<file path="config.mk">
export PLATFORM = sky130hd
export DESIGN_NAME = prog_interval_timer
export DESIGN_NICKNAME = d
export VERILOG_FILES = /design/src/rtl/pit_pkg.sv /design/src/rtl/pit_rst_sync.sv /design/src/rtl/pit_ctl_dec.sv /design/src/rtl/pit_channel.sv /design/src/rtl/prog_interval_timer.sv
export SDC_FILE = /design/constraint.sdc
export NUM_CORES = 1
export LEC_CHECK = 0
export ABC_AREA = 1
export BUFFER_PORTS_ARGS = -buffer_cell sky130_fd_sc_hd__buf_2
export CORE_MARGIN = 2
export CORE_UTILIZATION = 57
export DETAILED_ROUTE_END_ITERATION = 16
export GPL_TIMING_DRIVEN = 0
export PLACE_DENSITY = 0.77
export REMOVE_ABC_BUFFERS = 1
export SYNTH_ARGS = -nofsm -noshare
export SYNTH_HDL_FRONTEND = slang
export SYNTH_HIERARCHICAL = 1
export SYNTH_SLANG_ARGS = --single-unit
</file>
<file path="constraint.sdc">
create_clock -name clk -period 5 [get_ports clk]
set_input_delay 0 -clock clk [delete_from_list [all_inputs] [get_ports clk]]
set_output_delay 0 -clock clk [all_outputs]
set_load 0.02 [all_outputs]
</file>
<file path="src/rtl/pit_pkg.sv">
package pit_pkg;

  typedef enum logic [1:0] {
    ACC_SNAP = 2'b00,
    ACC_LO   = 2'b01,
    ACC_HI   = 2'b10,
    ACC_WORD = 2'b11
  } acc_e;

  typedef struct packed {
    logic [1:0] sel;
    acc_e       acc;
    logic [2:0] mode;
    logic       bcd;
  } ctl_t;

  localparam logic [2:0] MODE_RATE = 3'b010;

endpackage

</file>
<file path="src/rtl/pit_rst_sync.sv">
module pit_rst_sync (
  input  logic clk,
  input  logic rst_n,
  output logic rst_q_n
);
  logic s0_q, s1_q;

  always_ff @(posedge clk or negedge rst_n) begin
    if (!rst_n) begin
      s0_q <= 1'b0;
      s1_q <= 1'b0;
    end else begin
      s0_q <= 1'b1;
      s1_q <= s0_q;
    end
  end

  assign rst_q_n = s1_q;
endmodule

</file>
<file path="src/rtl/pit_ctl_dec.sv">
module pit_ctl_dec
  import pit_pkg::*;
#(
  parameter int NUM_CH = 3
) (
  input  logic              wr_ctl,
  input  logic [7:0]        wbyte,
  output logic [NUM_CH-1:0] prog_vec,
  output logic [NUM_CH-1:0] snap_vec,
  output logic              bad
);
  ctl_t cw;
  logic sel_ok, is_prog, is_snap;

  always_comb begin
    cw      = ctl_t'(wbyte);
    sel_ok  = (int'(cw.sel) < NUM_CH);
    is_snap = sel_ok && (cw.acc == ACC_SNAP);
    is_prog = sel_ok && (cw.acc == ACC_WORD) && (cw.mode == MODE_RATE) && !cw.bcd;
    bad     = wr_ctl && !is_snap && !is_prog;
  end

  for (genvar i = 0; i < NUM_CH; i++) begin : g_sel
    assign prog_vec[i] = wr_ctl && is_prog && (int'(cw.sel) == i);
    assign snap_vec[i] = wr_ctl && is_snap && (int'(cw.sel) == i);
  end
endmodule

</file>
<file path="src/rtl/pit_channel.sv">
module pit_channel #(
  parameter  int BUS_W = 8,
  localparam int CNT_W = 2 * BUS_W
) (
  input  logic             clk,
  input  logic             rst_n,
  input  logic             tick,
  input  logic             gate,
  input  logic             prog,
  input  logic             snap_cmd,
  input  logic             wr_data,
  input  logic             rd_pop,
  input  logic [BUS_W-1:0] wdata,
  output logic [BUS_W-1:0] rdata,
  output logic             out_n
);
  localparam logic [CNT_W-1:0] ONE = CNT_W'(1);

  logic             armed_q, armed_d, pend_q, pend_d;
  logic             wr_hi_q, wr_hi_d, snap_q, snap_d, rd_hi_q, rd_hi_d;
  logic [BUS_W-1:0] lo_q, lo_d;
  logic [CNT_W-1:0] reload_q, reload_d, cnt_q, cnt_d, frz_q, frz_d, src;

  always_comb begin
    armed_d  = armed_q;
    pend_d   = pend_q;
    wr_hi_d  = wr_hi_q;
    snap_d   = snap_q;
    rd_hi_d  = rd_hi_q;
    lo_d     = lo_q;
    reload_d = reload_q;
    cnt_d    = cnt_q;
    frz_d    = frz_q;

    if (tick && gate && armed_q) begin
      if (pend_q) begin
        cnt_d  = reload_q;
        pend_d = 1'b0;
      end else if (cnt_q == ONE) begin
        cnt_d = reload_q;
      end else begin
        cnt_d = cnt_q - ONE;
      end
    end

    if (prog) begin
      armed_d = 1'b0;
      pend_d  = 1'b0;
      wr_hi_d = 1'b0;
      snap_d  = 1'b0;
      rd_hi_d = 1'b0;
    end

    if (wr_data) begin
      if (wr_hi_q) begin
        reload_d = {wdata, lo_q};
        armed_d  = 1'b1;
        pend_d   = 1'b1;
        wr_hi_d  = 1'b0;
      end else begin
        lo_d    = wdata;
        wr_hi_d = 1'b1;
      end
    end

    if (snap_cmd && !snap_q) begin
      snap_d = 1'b1;
      frz_d  = cnt_q;
    end

    if (rd_pop) begin
      if (rd_hi_q) begin
        rd_hi_d = 1'b0;
        snap_d  = 1'b0;
      end else begin
        rd_hi_d = 1'b1;
      end
    end
  end

  always_ff @(posedge clk or negedge rst_n) begin
    if (!rst_n) begin
      armed_q  <= 1'b0;
      pend_q   <= 1'b0;
      wr_hi_q  <= 1'b0;
      snap_q   <= 1'b0;
      rd_hi_q  <= 1'b0;
      lo_q     <= '0;
      reload_q <= '0;
      cnt_q    <= '0;
      frz_q    <= '0;
    end else begin
      armed_q  <= armed_d;
      pend_q   <= pend_d;
      wr_hi_q  <= wr_hi_d;
      snap_q   <= snap_d;
      rd_hi_q  <= rd_hi_d;
      lo_q     <= lo_d;
      reload_q <= reload_d;
      cnt_q    <= cnt_d;
      frz_q    <= frz_d;
    end
  end

  assign src   = snap_q ? frz_q : cnt_q;
  assign rdata = rd_hi_q ? src[CNT_W-1:BUS_W] : src[BUS_W-1:0];
  assign out_n = !(armed_q && !pend_q && (cnt_q == ONE));
endmodule

</file>
<file path="src/rtl/prog_interval_timer.sv">
module prog_interval_timer #(
  parameter  int NUM_CH   = 3,
  parameter  int BUS_W    = 8,
  parameter  int IRQ_CH   = 0,
  parameter  int GATED_CH = 2,
  localparam int ADDR_W   = $clog2(NUM_CH + 1)
) (
  input  logic              clk,
  input  logic              rst_n,
  input  logic              tick_en,
  input  logic              gate_en,
  input  logic              wr_en,
  input  logic              rd_en,
  input  logic [ADDR_W-1:0] addr,
  input  logic [BUS_W-1:0]  wdata,
  output logic [BUS_W-1:0]  rdata,
  output logic [NUM_CH-1:0] ch_out,
  output logic              irq_out,
  output logic              mode_err
);
  localparam logic [ADDR_W-1:0] CTL_ADDR = ADDR_W'(NUM_CH);

  logic              rst_q_n, wr_ctl, bad, err_d;
  logic [NUM_CH-1:0] prog_vec, snap_vec, out_n;
  logic [BUS_W-1:0]  ch_rdata [NUM_CH];

  pit_rst_sync u_rst (.clk(clk), .rst_n(rst_n), .rst_q_n(rst_q_n));

  assign wr_ctl = wr_en && (addr == CTL_ADDR);

  pit_ctl_dec #(.NUM_CH(NUM_CH)) u_dec (
    .wr_ctl(wr_ctl), .wbyte(wdata[7:0]),
    .prog_vec(prog_vec), .snap_vec(snap_vec), .bad(bad)
  );

  for (genvar i = 0; i < NUM_CH; i++) begin : g_ch
    logic gate_i;
    if (i == GATED_CH) begin : g_gated
      assign gate_i = gate_en;
    end else begin : g_free
      assign gate_i = 1'b1;
    end

    pit_channel #(.BUS_W(BUS_W)) u_ch (
      .clk(clk), .rst_n(rst_q_n), .tick(tick_en), .gate(gate_i),
      .prog(prog_vec[i]), .snap_cmd(snap_vec[i]),
      .wr_data(wr_en && (addr == ADDR_W'(i))),
      .rd_pop(rd_en && (addr == ADDR_W'(i))),
      .wdata(wdata), .rdata(ch_rdata[i]), .out_n(out_n[i])
    );
  end

  always_comb begin
    rdata = '0;
    for (int i = 0; i < NUM_CH; i++) begin
      if (addr == ADDR_W'(i)) rdata = ch_rdata[i];
    end
  end

  assign err_d = bad;

  always_ff @(posedge clk or negedge rst_q_n) begin
    if (!rst_q_n) mode_err <= 1'b0;
    else          mode_err <= err_d;
  end

  assign ch_out  = out_n;
  assign irq_out = !out_n[IRQ_CH];
endmodule

</file>
# [Yosys cells after proc, flatten, opt, wreduce, memory -nomap -nowiden]
# Cells that the tools add are included.
[word_totals] regBits=186 output_inout_bits=13 wordCells=171
[op_classes] bitwise=3 order_cmp=1 n_addsub=3 n_eq_ne=10 n_mux=63 n_reduce_logical=61
[op_table] cell="2-to-1 mux 16 bit" n=9
[op_table] cell="== test 16 x 1 -> 1 bit (second input constant)" n=3
[op_table] cell="2-to-1 mux 1 bit" n=48
[op_table] cell="2-to-1 mux 8 bit" n=6
[op_table] cell="subtractor 16 x 1 -> 16 bit (second input constant)" n=3
[op_table] cell="logical AND 1 bit" n=34
[op_table] cell="logical NOT 1 bit" n=12
[op_table] cell="AND reduction 2 bit" n=6
[op_table] cell="nonzero test 2 bit" n=6
[op_table] cell="== test 2 bit (second input constant)" n=5
[op_table] cell="logical NOT 2 bit" n=3
[op_table] cell="== test 3 x 2 -> 1 bit (second input constant)" n=1
[op_table] cell="inverter 1 bit" n=3
[op_table] cell="== test 2 x 1 -> 1 bit (second input constant)" n=1
[op_table] cell="< comparator 2 bit (second input constant)" n=1

# [Longest topological paths before layout]
# Gate-level depths: netlist of run 1.
[logic_depth] depth_word=10 depth_mapped=12

# [Cells and area by module]
# The synthesis of run 1 kept the hierarchy.
[modules_own_cells] module="pit_channel" cells_each=411 seq_area_each_um2=1526.5 n_inst=3 area_each_um2=3126.7
[modules_own_cells] module="prog_interval_timer" cells_each=52 seq_area_each_um2=25.0 n_inst=1 area_each_um2=281.5
[modules_own_cells] module="pit_ctl_dec" cells_each=26 seq_area_each_um2=0.0 n_inst=1 area_each_um2=113.9
[modules_own_cells] module="pit_rst_sync" cells_each=3 seq_area_each_um2=50.0 n_inst=1 area_each_um2=53.8

# [Least setup slack after synthesis of run 1]
# Ideal clock, no wire load.
[synth_path] kind="reg2reg" from="register g_ch[0].u_ch.cnt_q[1]" to="register g_ch[0].u_ch.cnt_q[2]" path_stages_with_launch=13 setup_slack_ns=3.558 arrival_ns=1.325 setup_ns=0.117 n_path_buf=1 cell_sequence="dfrtp_1 -> inv_1 -> ha_1 -> inv_1 -> nor2_1 -> nand2_1 -> nor2_4 -> nand2_2 -> nand2_2 -> buf_6 -> nand2_1 -> nand3_1 -> nand2_1"
[synth_between] elab_chain_cells=3 word_cells_on_any_way=4
[synth_lines] element="start: declaration" line_no="pit_channel.sv:22" text="logic [CNT_W-1:0] reload_q, reload_d, cnt_q, cnt_d, frz_q, frz_d, src;"
[synth_lines] element="start signal: assignment" line_no="pit_channel.sv:100" text="cnt_q <= cnt_d;"
[synth_lines] element="subtractor 16 x 1 -> 16 bit or == test 16 x 1 -> 1 bit (tied branches)" line_no="pit_channel.sv:42, pit_channel.sv:39"
[synth_lines] element="2-to-1 mux 16 bit *" line_no="pit_channel.sv:39" text="end else if (cnt_q == ONE) begin"
[synth_lines] element="2-to-1 mux 16 bit *" line_no="pit_channel.sv:36" text="if (pend_q) begin"
# Every way passes the cells marked *; elsewhere a longest branch is shown, timed or not.
# A chain may end at the register's enable or synchronous reset.

==> results by group, run 1 <==
Clocking
  – H-tree levels: 4
  – TritonCTS clock tree: built
  – CTS Root Cell: clkbuf_16
  – CTS clk-pin slew, worst paths: 70 ps
  – Clock sink count: 186
  – Clk_lat worst skew: 440 ps
  – # resized after CTS: 0
  – Worst-case clock buffer depth: 2
  – Total CTS buffers: 17

Worst setup path
  – Max FO, Critical Path: 25
  – R2R depth: 3
  – R2r setup slk: 2940 ps
  – Req. time, crit path: 5000 ps
  – Crit. Startpoint: g_ch[1].u_ch/snap_q
  – Reg2Reg Launch Point: g_ch[1].u_ch/snap_q
  – Critical Path Start Type: flop
  – Worst setup EP type: output port
  – Worst EP arrival: 2250 ps
  – CP Class: flop to output port
  – RR Endpoint: g_ch[1].u_ch/frz_q[4]

Placement
  – Gpl congestion: 0.914
  – HPWL Detailed: 16400 microns
  – Worst slack, placed: 2540 ps
  – Buffers on Ports: 28

STA
  – Pins Over Slew Limit: 0
  – Setup violations, final: 0
  – Slew margin rel.: 0.316
  – Fmax: 0.444 GHz
  – Hold Fails Final Rpt: 0
  – Final Critical Period: 2250 ps
  – Clock Skew: 11.1 ps
  – RSZ-0062 raised after global routing: false
  – Tcrit/Tclk final: 0.450
  – WHS: 40.0 ps
  – Worst Slack Setup Final: 2750 ps
  – Slew @ Worst Pin: 1020 ps

Logic synthesis
  – Syn avg cell area: 7.48 sq um
  – Ys Warns: 6
  – #FFs+latches synth: 186
  – Sequential element share of the synthesized area: 0.474
  – Mapped Cells: 1314
  – Yosys top cell by area: dfrtp_1
  – Synthesized area: 9830 sq um
  – Share of the synthesized area in the top cell type: 0.474
  – Cell variety after synth: 30
  – Ranking of synthesized cells by area: dfrtp_1 (47%), nand2_1 (14%), o21ai_0 (8.4%), inv_1 (5.8%), nand3_1 (5.5%)

Floorplanning
  – Die Span Y: 135 microns
  – Core ar.: 17100 sq um
  – Die area: 18300 sq um
  – # rows: 48
  – Initial Utilization: 0.576
  – Die W: 135 microns
  – I/O pin cnt: 29

Layout
  – Fin util: 0.630
  – Fraction of layout cells with a size suffix above 1: 0.0841
  – Final nets: 1341
  – Diodes inserted: 0
  – Synth-to-Final Area Change: 9.32%
  – Fillers: 1529
  – Multi-input gate area in the final layout: 4270 sq um
  – Seq. cell area: 4660 sq um

Min path
  – Hold path endpoint: g_ch[0].u_ch/rd_hi_q
  – Hold Startpoint: rd_en
  – Hold crit path type: primary input to flop
  – Hold path depth: 4

Global routing
  – First-pass GRT wire length: 38600 microns
  – Largest net degree at the start of global routing: 58
  – Gr usage total: 0.269
  – Initial antenna violation count: 1
  – Vias in the first global route: 7683
  – Gr ovfl total: 0

Detailed routing
  – Starting DRT DRC Count: 832
  – Avg WL per Cell: 15.2 microns
  – DRC viols: 0
  – Antenna viol nets, final: 0
  – DRT Pass-1 Iters: 5
  – Vias: 8421
  – Vias per cell: 5.41
  – Routed Wire Length: 23600 microns

Status
  – Status: complete, no violations

Flow run
  – Max_cap viols: 0

Power and ir drop
  – Peak supply drop: 0.000291 V
  – Power Dens Cells: 545 nW/um^2
  – Leak: 5.44 nW
state kept, by name, indices dropped and copies added (netlist names):
name	count
g_ch.u_ch/cnt_q	48
g_ch.u_ch/frz_q	48
g_ch.u_ch/rd_hi_q	3
mode_err	1
g_ch.u_ch/wr_hi_q	3
g_ch.u_ch/lo_q	24
u_rst/rst_q_n	1
g_ch.u_ch/pend_q	3
g_ch.u_ch/armed_q	3
u_rst/s0_q	1
g_ch.u_ch/reload_q	48
g_ch.u_ch/snap_q	3
where the power goes:
group | internal [W] | switching [W]
clock network | 0.000816 | 0.000616
registers | 0.00199 | 0.000440
logic | 0.000672 | 0.00132
placed cells by master (no fill, tap or decap), drive strengths merged:
master and instances:
conb 3, xor2 9, inv 166, clkbuf 19, bufinv 3, a22oi 3
nand2 375, a21oi 82, dlygate4sd3 10, clkinvlp 3, ha 6, mux2 3
nor3 1, nand4 7, nor2 123, dfrtp 186, nand3b 3, or2 3
nand3 110, o31ai 3, o21ai 183, buf 31
stage by stage:
step                setup TNS (ps)  cell area, sq um  total power [W]  instances
finish                           0             10700          0.00585       1557
global route                     0             10700          0.00629       1557
CTS                              0             10700          0.00585       1557
detailed placement               0             10000          0.00439       1515
global placement           -493860              9940          0.00432       1512
floorplan                  -104280              9520          0.00381       1259
worst max-delay path by stage:
stage / slack, ps / to
3_5_place_dp: 2540 / g_ch[0].u_ch/frz_q[4]
4_1_cts: 2790 / rdata[7]
5_1_grt: 2600 / rdata[7]
3_3_place_gp: -2700 / g_ch[2].u_ch/cnt_q[13]
6_report: 2750 / rdata[7]
2_1_floorplan: -570 / g_ch[0].u_ch/armed_q
critical path, cell delays in order (launching register included):
cell	delay (ps)
dfrtp_1	510
inv_2	320
o21ai_0	110
o21ai_0	460
nand3_1	140
nand3_1	110
buf_2	160
cell type report:
class / count / area share
flip-flops and latches: 186 / 0.434
multi-input cells: 914 / 0.398
inverters: 159 / 0.0555
clock buffers: 19 / 0.0412
repair buffers: 41 / 0.0293
well taps: 225 / 0.0262
clock inverters: 13 / 0.0167
what timing repair did:
action	CTS	global route
hold buffers	10	0
hold endpoints to repair	50	0
buffers inserted	0	0
routing by layer:
| layer | track usage | vias to the layer above | share of wire |
|---|---|---|---|
| li1 | - | 4197 | - |
| met1 | 0.391 | 3946 | 0.47 |
| met2 | 0.403 | 245 | 0.45 |
| met3 | 0.0625 | 33 | 0.062 |
| met4 | 0.0868 | 0 | 0.023 |
| met5 | 0 | - | 0 |
cells by family after synthesis:
| family | synth area share |
|---|---|
| xor+xnor | 0.00802 |
| other cells | 0.000764 |
| buf+inv | 0.0923 |
| simple gates | 0.270 |
| flops | 0.474 |
| compound gates | 0.144 |
| fa+ha+maj | 0.00764 |
| mux | 0.00344 |
cells in the mapped netlist:
library cell / number
nand2_2: 10
nand4_1: 7
conb_1: 2
nand2_1: 365
nor2_8: 1
a21oi_4: 3
nor2_2: 13
clkbuf_1: 33
a22oi_1: 3
o31ai_1: 3
nor3_1: 1
inv_2: 6
o21ai_0: 165
mux2_2: 3
nand3b_1: 3
a21oi_1: 79
inv_1: 153
o21ai_2: 3
or2_1: 3
xor2_1: 9
nor2_4: 9
dfrtp_1: 186
nand3_2: 1
buf_2: 12
nor2_1: 100
o21ai_1: 15
clkbuf_8: 1
buf_6: 10
ha_1: 6
nand3_1: 109
Power figures use the tool's default switching activity.
==> run 2, diff against run 1 <==
==> constraint.sdc (replaced) <==
create_clock -name clk -period 2 [get_ports clk]
set_input_delay 0 -clock clk [delete_from_list [all_inputs] [get_ports clk]]
set_output_delay 0 -clock clk [all_outputs]
set_load 0.02 [all_outputs]
==> run 2 against run 1 <==
  * Via count increased by 1.4%
  * Routed wire length is 1.5% higher
  * Clock power increased to 2.5 times the previous value
  * Clock skew is 1.1 ps higher
  * Flip-flop and latch count unchanged
  * Sequential share of layout area down 0.49 points
==> results by group, run 2 (synthesis gave the netlist of run 1 again) <==
Layout
  – Final nets: 1349 (+0.60%)
  – Biggest regs: g_ch.u_ch/cnt_q: 48 flops, g_ch.u_ch/frz_q: 48 flops, g_ch.u_ch/reload_q: 48 flops
  – Diodes inserted: 0 (unchanged)
  – Most frequent cells in the layout: nand2_1 (362), dfrtp_1 (180), o21ai_0 (158), inv_1 (147), nand3_1 (106)
  – Design area: 10900 sq um (+1.3%)
  – Synth-to-Final Area Change: 10.7%
  – Fraction of layout cells with a size suffix above 1: 0.104 (+0.0204)
  – Commonest non-fill, non-tap cell in the layout: nand2_1

STA
  – TNS Setup: 0 ps (unchanged)
  – Slew margin rel.: 0.311 (-0.00475)
  – Hold Fails Final Rpt: 0 (unchanged)
  – WHS: 49.2 ps (+9.14 ps)
  – Final Critical Period: 1920 ps
  – Setup violations, final: 0 (unchanged)
  – Clock Skew: 12.2 ps (+1.07 ps)
  – RSZ-0062 raised after global routing: true
  – Pins Over Slew Limit: 0 (unchanged)
  – Fmax: 0.521 GHz
  – Slew @ Worst Pin: 1030 ps (+7.11 ps)
  – Worst Slack Setup Final: 81.2 ps (-2670 ps)
  – Tcrit/Tclk final: 0.959

Global routing
  – Gr usage total: 0.270 (+0.000648)
  – Initial antenna violation count: 0 (-1)
  – Vias in the first global route: 7705 (+0.29%)
  – Gr ovfl total: 0 (unchanged)
  – First-pass GRT wire length: 38700 microns (+0.23%)
  – Largest net degree at the start of global routing: 58 (unchanged)

Min path
  – Hold crit path type: primary input to flop
  – Hold path depth: 4 (unchanged)

Clocking
  – H-tree levels: 4 (unchanged)
  – CTS Root Cell: clkbuf_16
  – Total CTS buffers: 17 (unchanged)
  – Clk_lat worst skew: 440 ps (about the same)
  – Worst-case clock buffer depth: 2 (unchanged)
  – CTS clk-pin slew, worst paths: 70 ps (about the same)
  – Clock sink count: 186 (unchanged)
  – TritonCTS clock tree: built

Worst setup path
  – Max FO, Critical Path: 25 (unchanged)
  – Stages on the worst setup path: 6 (unchanged)
  – CP Class: flop to output port
  – R2R depth: 10 (+7)
  – CP delay by family, top: flip-flops
  – Max incr delay on CP: 470 ps (-40 ps)
  – Most frequent CP cell: nand3_1
  – Req. time, crit path: 2000 ps (-3000 ps)
  – Critical Path Start Type: flop
  – Sequence of cells on the critical path: inv_4 -> o21ai_0 -> o21ai_1 -> nand3_1 -> nand3_1 -> buf_2
  – R2r setup slk: 180 ps (-2760 ps)
  – Slowest cell on the critical path: dfrtp_2
  – Worst setup EP type: output port
  – Worst EP arrival: 1920 ps (-330 ps)
  – Critical path buffer and inverter count: 2 (unchanged)

Floorplanning
  – # rows: 48 (unchanged)
  – Die Span Y: 135 microns (unchanged)
  – Die area: 18300 sq um (unchanged)
  – Die W: 135 microns (unchanged)
  – Core ar.: 17100 sq um (unchanged)
  – Initial Utilization: 0.576 (unchanged)
  – I/O pin cnt: 29 (unchanged)

Detailed routing
  – Avg WL per Cell: 15.3 microns (+0.97%)
  – Vias: 8541 (+1.4%)
  – Antenna viol nets, final: 0 (unchanged)
  – DRC viols: 0 (unchanged)
  – Starting DRT DRC Count: 800 (-3.8%)
  – DRT Pass-1 Iters: 5 (unchanged)
  – Vias per cell: 5.46 (+0.91%)
  – Routed Wire Length: 24000 microns (+1.5%)

Placement
  – Buffers on Ports: 28 (unchanged)
  – Gpl congestion: 0.914 (unchanged)
  – Worst slack, placed: -465 ps (-3000 ps)
  – Post-DP Area: 10000 sq um (unchanged)
  – HPWL Detailed: 16400 microns (unchanged)

Power and ir drop
  – Leak: 5.44 nW (about the same)
  – Power Dens Cells: 1360 nW/um^2 (+150%)
  – Peak supply drop: 0.000785 V (+170%)
  – Final Total Pwr: 0.0148 W (+150%)

Status
  – Status: complete, no violations

Flow run
  – Max_cap viols: 0 (unchanged)
run 2: repair_timing:
item                       4_1_cts  5_1_grt
hold buffers                    10        0
setup endpoints to repair       12       83
buffers inserted                 0        6
gates cloned                     1        1
gates resized for setup         10       26
hold endpoints to repair        50        0
run 2: final cells by class:
class | count | area, sq um
fillers | 1514 | 6170
repair buffers | 47 | 355
flip-flops and latches | 186 | 4660
clock buffers | 19 | 443
well taps | 225 | 282
clock inverters | 13 | 179
inverters | 159 | 629
repair inverters | 2 | 10.0
multi-input cells | 914 | 4320
run 2: final timing paths:
kind                                             end             startpoint
max                                         rdata[7]    g_ch[1].u_ch/snap_q
min                             g_ch[0].u_ch/rd_hi_q                  rd_en
max reg2reg                    g_ch[2].u_ch/cnt_q[8]  g_ch[2].u_ch/cnt_q[1]
min reg2reg                g_ch[1].u_ch/reload_q[12]          u_rst/rst_q_n
max in group asynchronous       g_ch[2].u_ch/rd_hi_q          u_rst/rst_q_n
min in group asynchronous  g_ch[1].u_ch/reload_q[12]          u_rst/rst_q_n
run 2: report_power, final:
group / switching [W] / leakage (nW) / internal (W)
logic: 0.00336 / 2.81 / 0.00174
clock network: 0.00154 / 0.295 / 0.00204
registers: 0.00111 / 2.33 / 0.00498
run 2: stage by stage:
step                      std cells  utilization
final                          1565        0.638
after detailed placement       1515        0.588
after floorplan                1259            -
after global placement         1512        0.583
after global routing           1565        0.638
after CTS                      1558        0.631
run 2: worst register-to-register path: stages (launching register included):
cell     delay, ps
dfrtp_1        440
inv_1          120
ha_1           190
inv_1           50
nor2_1          30
nand2_1        110
nor2_4          60
a21oi_4        390
nand3_1        180
nand2_1        100
nand2_1         50
run 2: routing by layer:
| metal | share of wire | global-route usage |
|---|---|---|
| met2 | 0.45 | 0.404 |
| met1 | 0.46 | 0.395 |
| met4 | 0.024 | 0.0891 |
| met5 | 0 | 0 |
| met3 | 0.063 | 0.0572 |
==> run 3, diff against run 2 <==
--- a/config.mk
+++ b/config.mk
@@ -8,10 +8,12 @@
 export ABC_AREA = 1
 export BUFFER_PORTS_ARGS = -buffer_cell sky130_fd_sc_hd__buf_2
 export CORE_MARGIN = 2
-export CORE_UTILIZATION = 57
+export CORE_UTILIZATION = 59
+export CTS_BUF_LIST = sky130_fd_sc_hd__clkbuf_8
+export CTS_CLUSTER_DIAMETER = 150
 export DETAILED_ROUTE_END_ITERATION = 16
 export GPL_TIMING_DRIVEN = 0
-export PLACE_DENSITY = 0.77
+export PLACE_DENSITY = 0.79
 export REMOVE_ABC_BUFFERS = 1
 export SYNTH_ARGS = -nofsm -noshare
 export SYNTH_HDL_FRONTEND = slang
==> run 3 against run 2 <==
  * Non-clock buffer count grew 18
  * Clock skew is 1.9 ps higher
  * First-iteration DRC count down 2.6%
  * Die area decreased by 3.3%
  * Sequential share of layout area shrank 0.15 points
  * Maximum frequency fell by 3.0%
  * Largest power group unchanged
==> results by group, run 3 (synthesis gave the netlist of run 1 again) <==
STA
  – Setup violations, final: 0 (unchanged)
  – Fmax: 0.505 GHz (-3.0%)
  – Hold Fails Final Rpt: 0 (unchanged)
  – TNS Setup: 0 ps (unchanged)
  – RSZ-0062 raised after global routing: true
  – Final Critical Period: 1980 ps (+59.7 ps)
  – Clock Skew: 14.1 ps (+1.94 ps)
  – Worst Slack Setup Final: 21.5 ps (-59.7 ps)
  – Tcrit/Tclk final: 0.989 (+0.0299)
  – Slew margin rel.: 0.333 (+0.0217)
  – Pins Over Slew Limit: 0 (unchanged)
  – Slew @ Worst Pin: 999 ps (-32.5 ps)

Worst setup path
  – R2R depth: 10 (unchanged)
  – R2r setup slk: 150 ps (-30 ps)
  – Reg2Reg Launch Point: g_ch[0].u_ch/cnt_q[0]
  – RR Endpoint: g_ch[0].u_ch/cnt_q[10]
  – Critical Path Start Type: flop
  – Max FO, Critical Path: 8 (-68%)
  – Req. time, crit path: 2000 ps (about the same)
  – Worst setup EP type: output port
  – CP Class: flop to output port
  – Worst EP arrival: 1980 ps (+60 ps)

Floorplanning
  – Initial Utilization: 0.599 (+0.0228)
  – Die W: 133 microns (-1.7%)
  – Die area: 17700 sq um (-3.3%)
  – # rows: 47 (-2.1%)
  – I/O pin cnt: 29 (unchanged)
  – Core ar.: 16400 sq um (-3.8%)
  – Die Span Y: 133 microns (-1.7%)

Clocking
  – TritonCTS clock tree: built
  – CTS Root Cell: clkbuf_8
  – Clk_lat worst skew: 470 ps (+30 ps)
  – H-tree levels: 4 (unchanged)
  – Worst-case clock buffer depth: 2 (unchanged)
  – Clock sink count: 186 (unchanged)
  – Total CTS buffers: 17 (unchanged)
  – CTS clk-pin slew, worst paths: 100 ps (+30 ps)

Layout
  – Biggest regs: g_ch.u_ch/cnt_q: 48 flops, g_ch.u_ch/frz_q: 48 flops, g_ch.u_ch/reload_q: 48 flops
  – Fraction of layout cells with a size suffix above 1: 0.126 (+0.0214)
  – Diodes inserted: 0 (unchanged)
  – Synth-to-Final Area Change: 11.1%
  – Final nets: 1368 (+1.4%)
  – Commonest non-fill, non-tap cell in the layout: nand2_1
  – Fin util: 0.666 (+0.0277)
  – Non-filler instance count after layout: 1579 (+0.89%)
  – Fillers: 1368 (-9.6%)
  – Most frequent cells in the layout: nand2_1 (362), dfrtp_1 (179), o21ai_0 (148), inv_1 (147), nand3_1 (103)

Global routing
  – First-pass GRT wire length: 39700 microns (+2.7%)
  – Gr usage total: 0.283 (+0.0129)
  – Vias in the first global route: 7913 (+2.7%)
  – Largest net degree at the start of global routing: 72 (+24%)
  – Gr ovfl total: 0 (unchanged)
  – Initial antenna violation count: 0 (unchanged)

Min path
  – Hold path endpoint: mode_err
  – Hold crit path type: primary input to flop
  – Hold path depth: 5 (+1)
  – Hold Startpoint: wr_en

Placement
  – HPWL Detailed: 16400 microns (+0.10%)
  – Gpl congestion: 0.897 (-1.8%)
  – Buffers on Ports: 28 (unchanged)
  – Post-Place Cells: 1510 (-0.33%)
  – Worst slack, placed: -531 ps (-65.7 ps)

Power and ir drop
  – Power Dens Cells: 1290 nW/um^2 (-4.7%)
  – Final Total Pwr: 0.0141 W (-4.3%)
  – Peak supply drop: 0.000759 V (-3.2%)
  – Leak: 5.48 nW (+0.76%)

Detailed routing
  – Starting DRT DRC Count: 779 (-2.6%)
  – Vias: 8681 (+1.6%)
  – Antenna viol nets, final: 0 (unchanged)
  – DRC viols: 0 (unchanged)
  – Routed Wire Length: 24500 microns (+2.3%)
  – Vias per cell: 5.50 (+0.74%)
  – Avg WL per Cell: 15.5 microns (+1.4%)
  – DRT Pass-1 Iters: 5 (unchanged)

Status
  – Status: complete, no violations

Flow run
  – Max_cap viols: 0 (unchanged)
## run 3: cell types whose count changed in the layout (fill, tap and decap cells not counted), sizes merged
cell         previous run  this run
inv                   160       161
clkbuf                 20        17
bufinv                  3         2
buf                    36        52
clkinv                  0         5
dlygate4sd3            10        13
clkinvlp               11         9
## run 3: timing repair
action / in CTS / in global routing
cloned: 2 / 1
setup buffers: 2 / 19
pin swaps: 0 / 4
hold endpoints to repair: 57 / 0
hold buffers: 13 / 0
resized for setup: 23 / 46
endpoints found under the setup margin: 11 / 60
## run 3: stage by stage
| step | hold WS (ps) | cell area, sq um |
|---|---|---|
| after floorplan | -296 | 9520 |
| after global placement | -215 | 9940 |
| after detailed placement | -212 | 10000 |
| after CTS | 22.0 | 10600 |
| after global routing | 43.8 | 10900 |
| final | 62.4 | 10900 |
## run 3: report_power, final
| part | leakage, nW | switching (W) | internal [W] |
|---|---|---|---|
| logic | 2.94 | 0.00354 | 0.00189 |
| clock network | 0.213 | 0.00149 | 0.00116 |
| registers | 2.33 | 0.00108 | 0.00498 |
## run 3: final cells by class
class / count / area (sq um) / area share
inverters: 159 / 632 / 0.0578
repair buffers: 65 / 548 / 0.0502
multi-input cells: 914 / 4370 / 0.400
clock inverters: 15 / 179 / 0.0164
flip-flops and latches: 186 / 4670 / 0.427
well taps: 220 / 275 / 0.0252
clock buffers: 17 / 234 / 0.0214
repair inverters: 3 / 20.0 / 0.00183
## run 3: worst max-delay path, stage by stage, from the launching register on
cell and delay [ps]:
dfrtp_2 450, clkinvlp_4 220, buf_4 190, o21ai_0 120
o21ai_0 140, nand3_1 110, nand3_1 110, buf_4 180
## run 3: how the worst max path moves through the flow
stage | start | end | depth (start not counted)
final | g_ch[2].u_ch/rd_hi_q | rdata[1] | 7
after CTS | g_ch[0].u_ch/rd_hi_q | rdata[7] | 6
after floorplan | u_rst/rst_q_n | g_ch[0].u_ch/armed_q | 0
after detailed placement | addr[1] | g_ch[0].u_ch/frz_q[4] | 7
after global routing | g_ch[2].u_ch/rd_hi_q | rdata[1] | 7
after global placement | u_rst/rst_q_n | g_ch[2].u_ch/cnt_q[14] | 0
## run 3: metal layers
metal	wire length, microns	vias up	global-route usage	share of wire
li1	-	4244	-	-
met1	10700	4081	0.396	0.44
met2	11200	297	0.425	0.46
met3	1690	59	0.0713	0.069
met4	858	0	0.111	0.035
met5	0	-	0	0
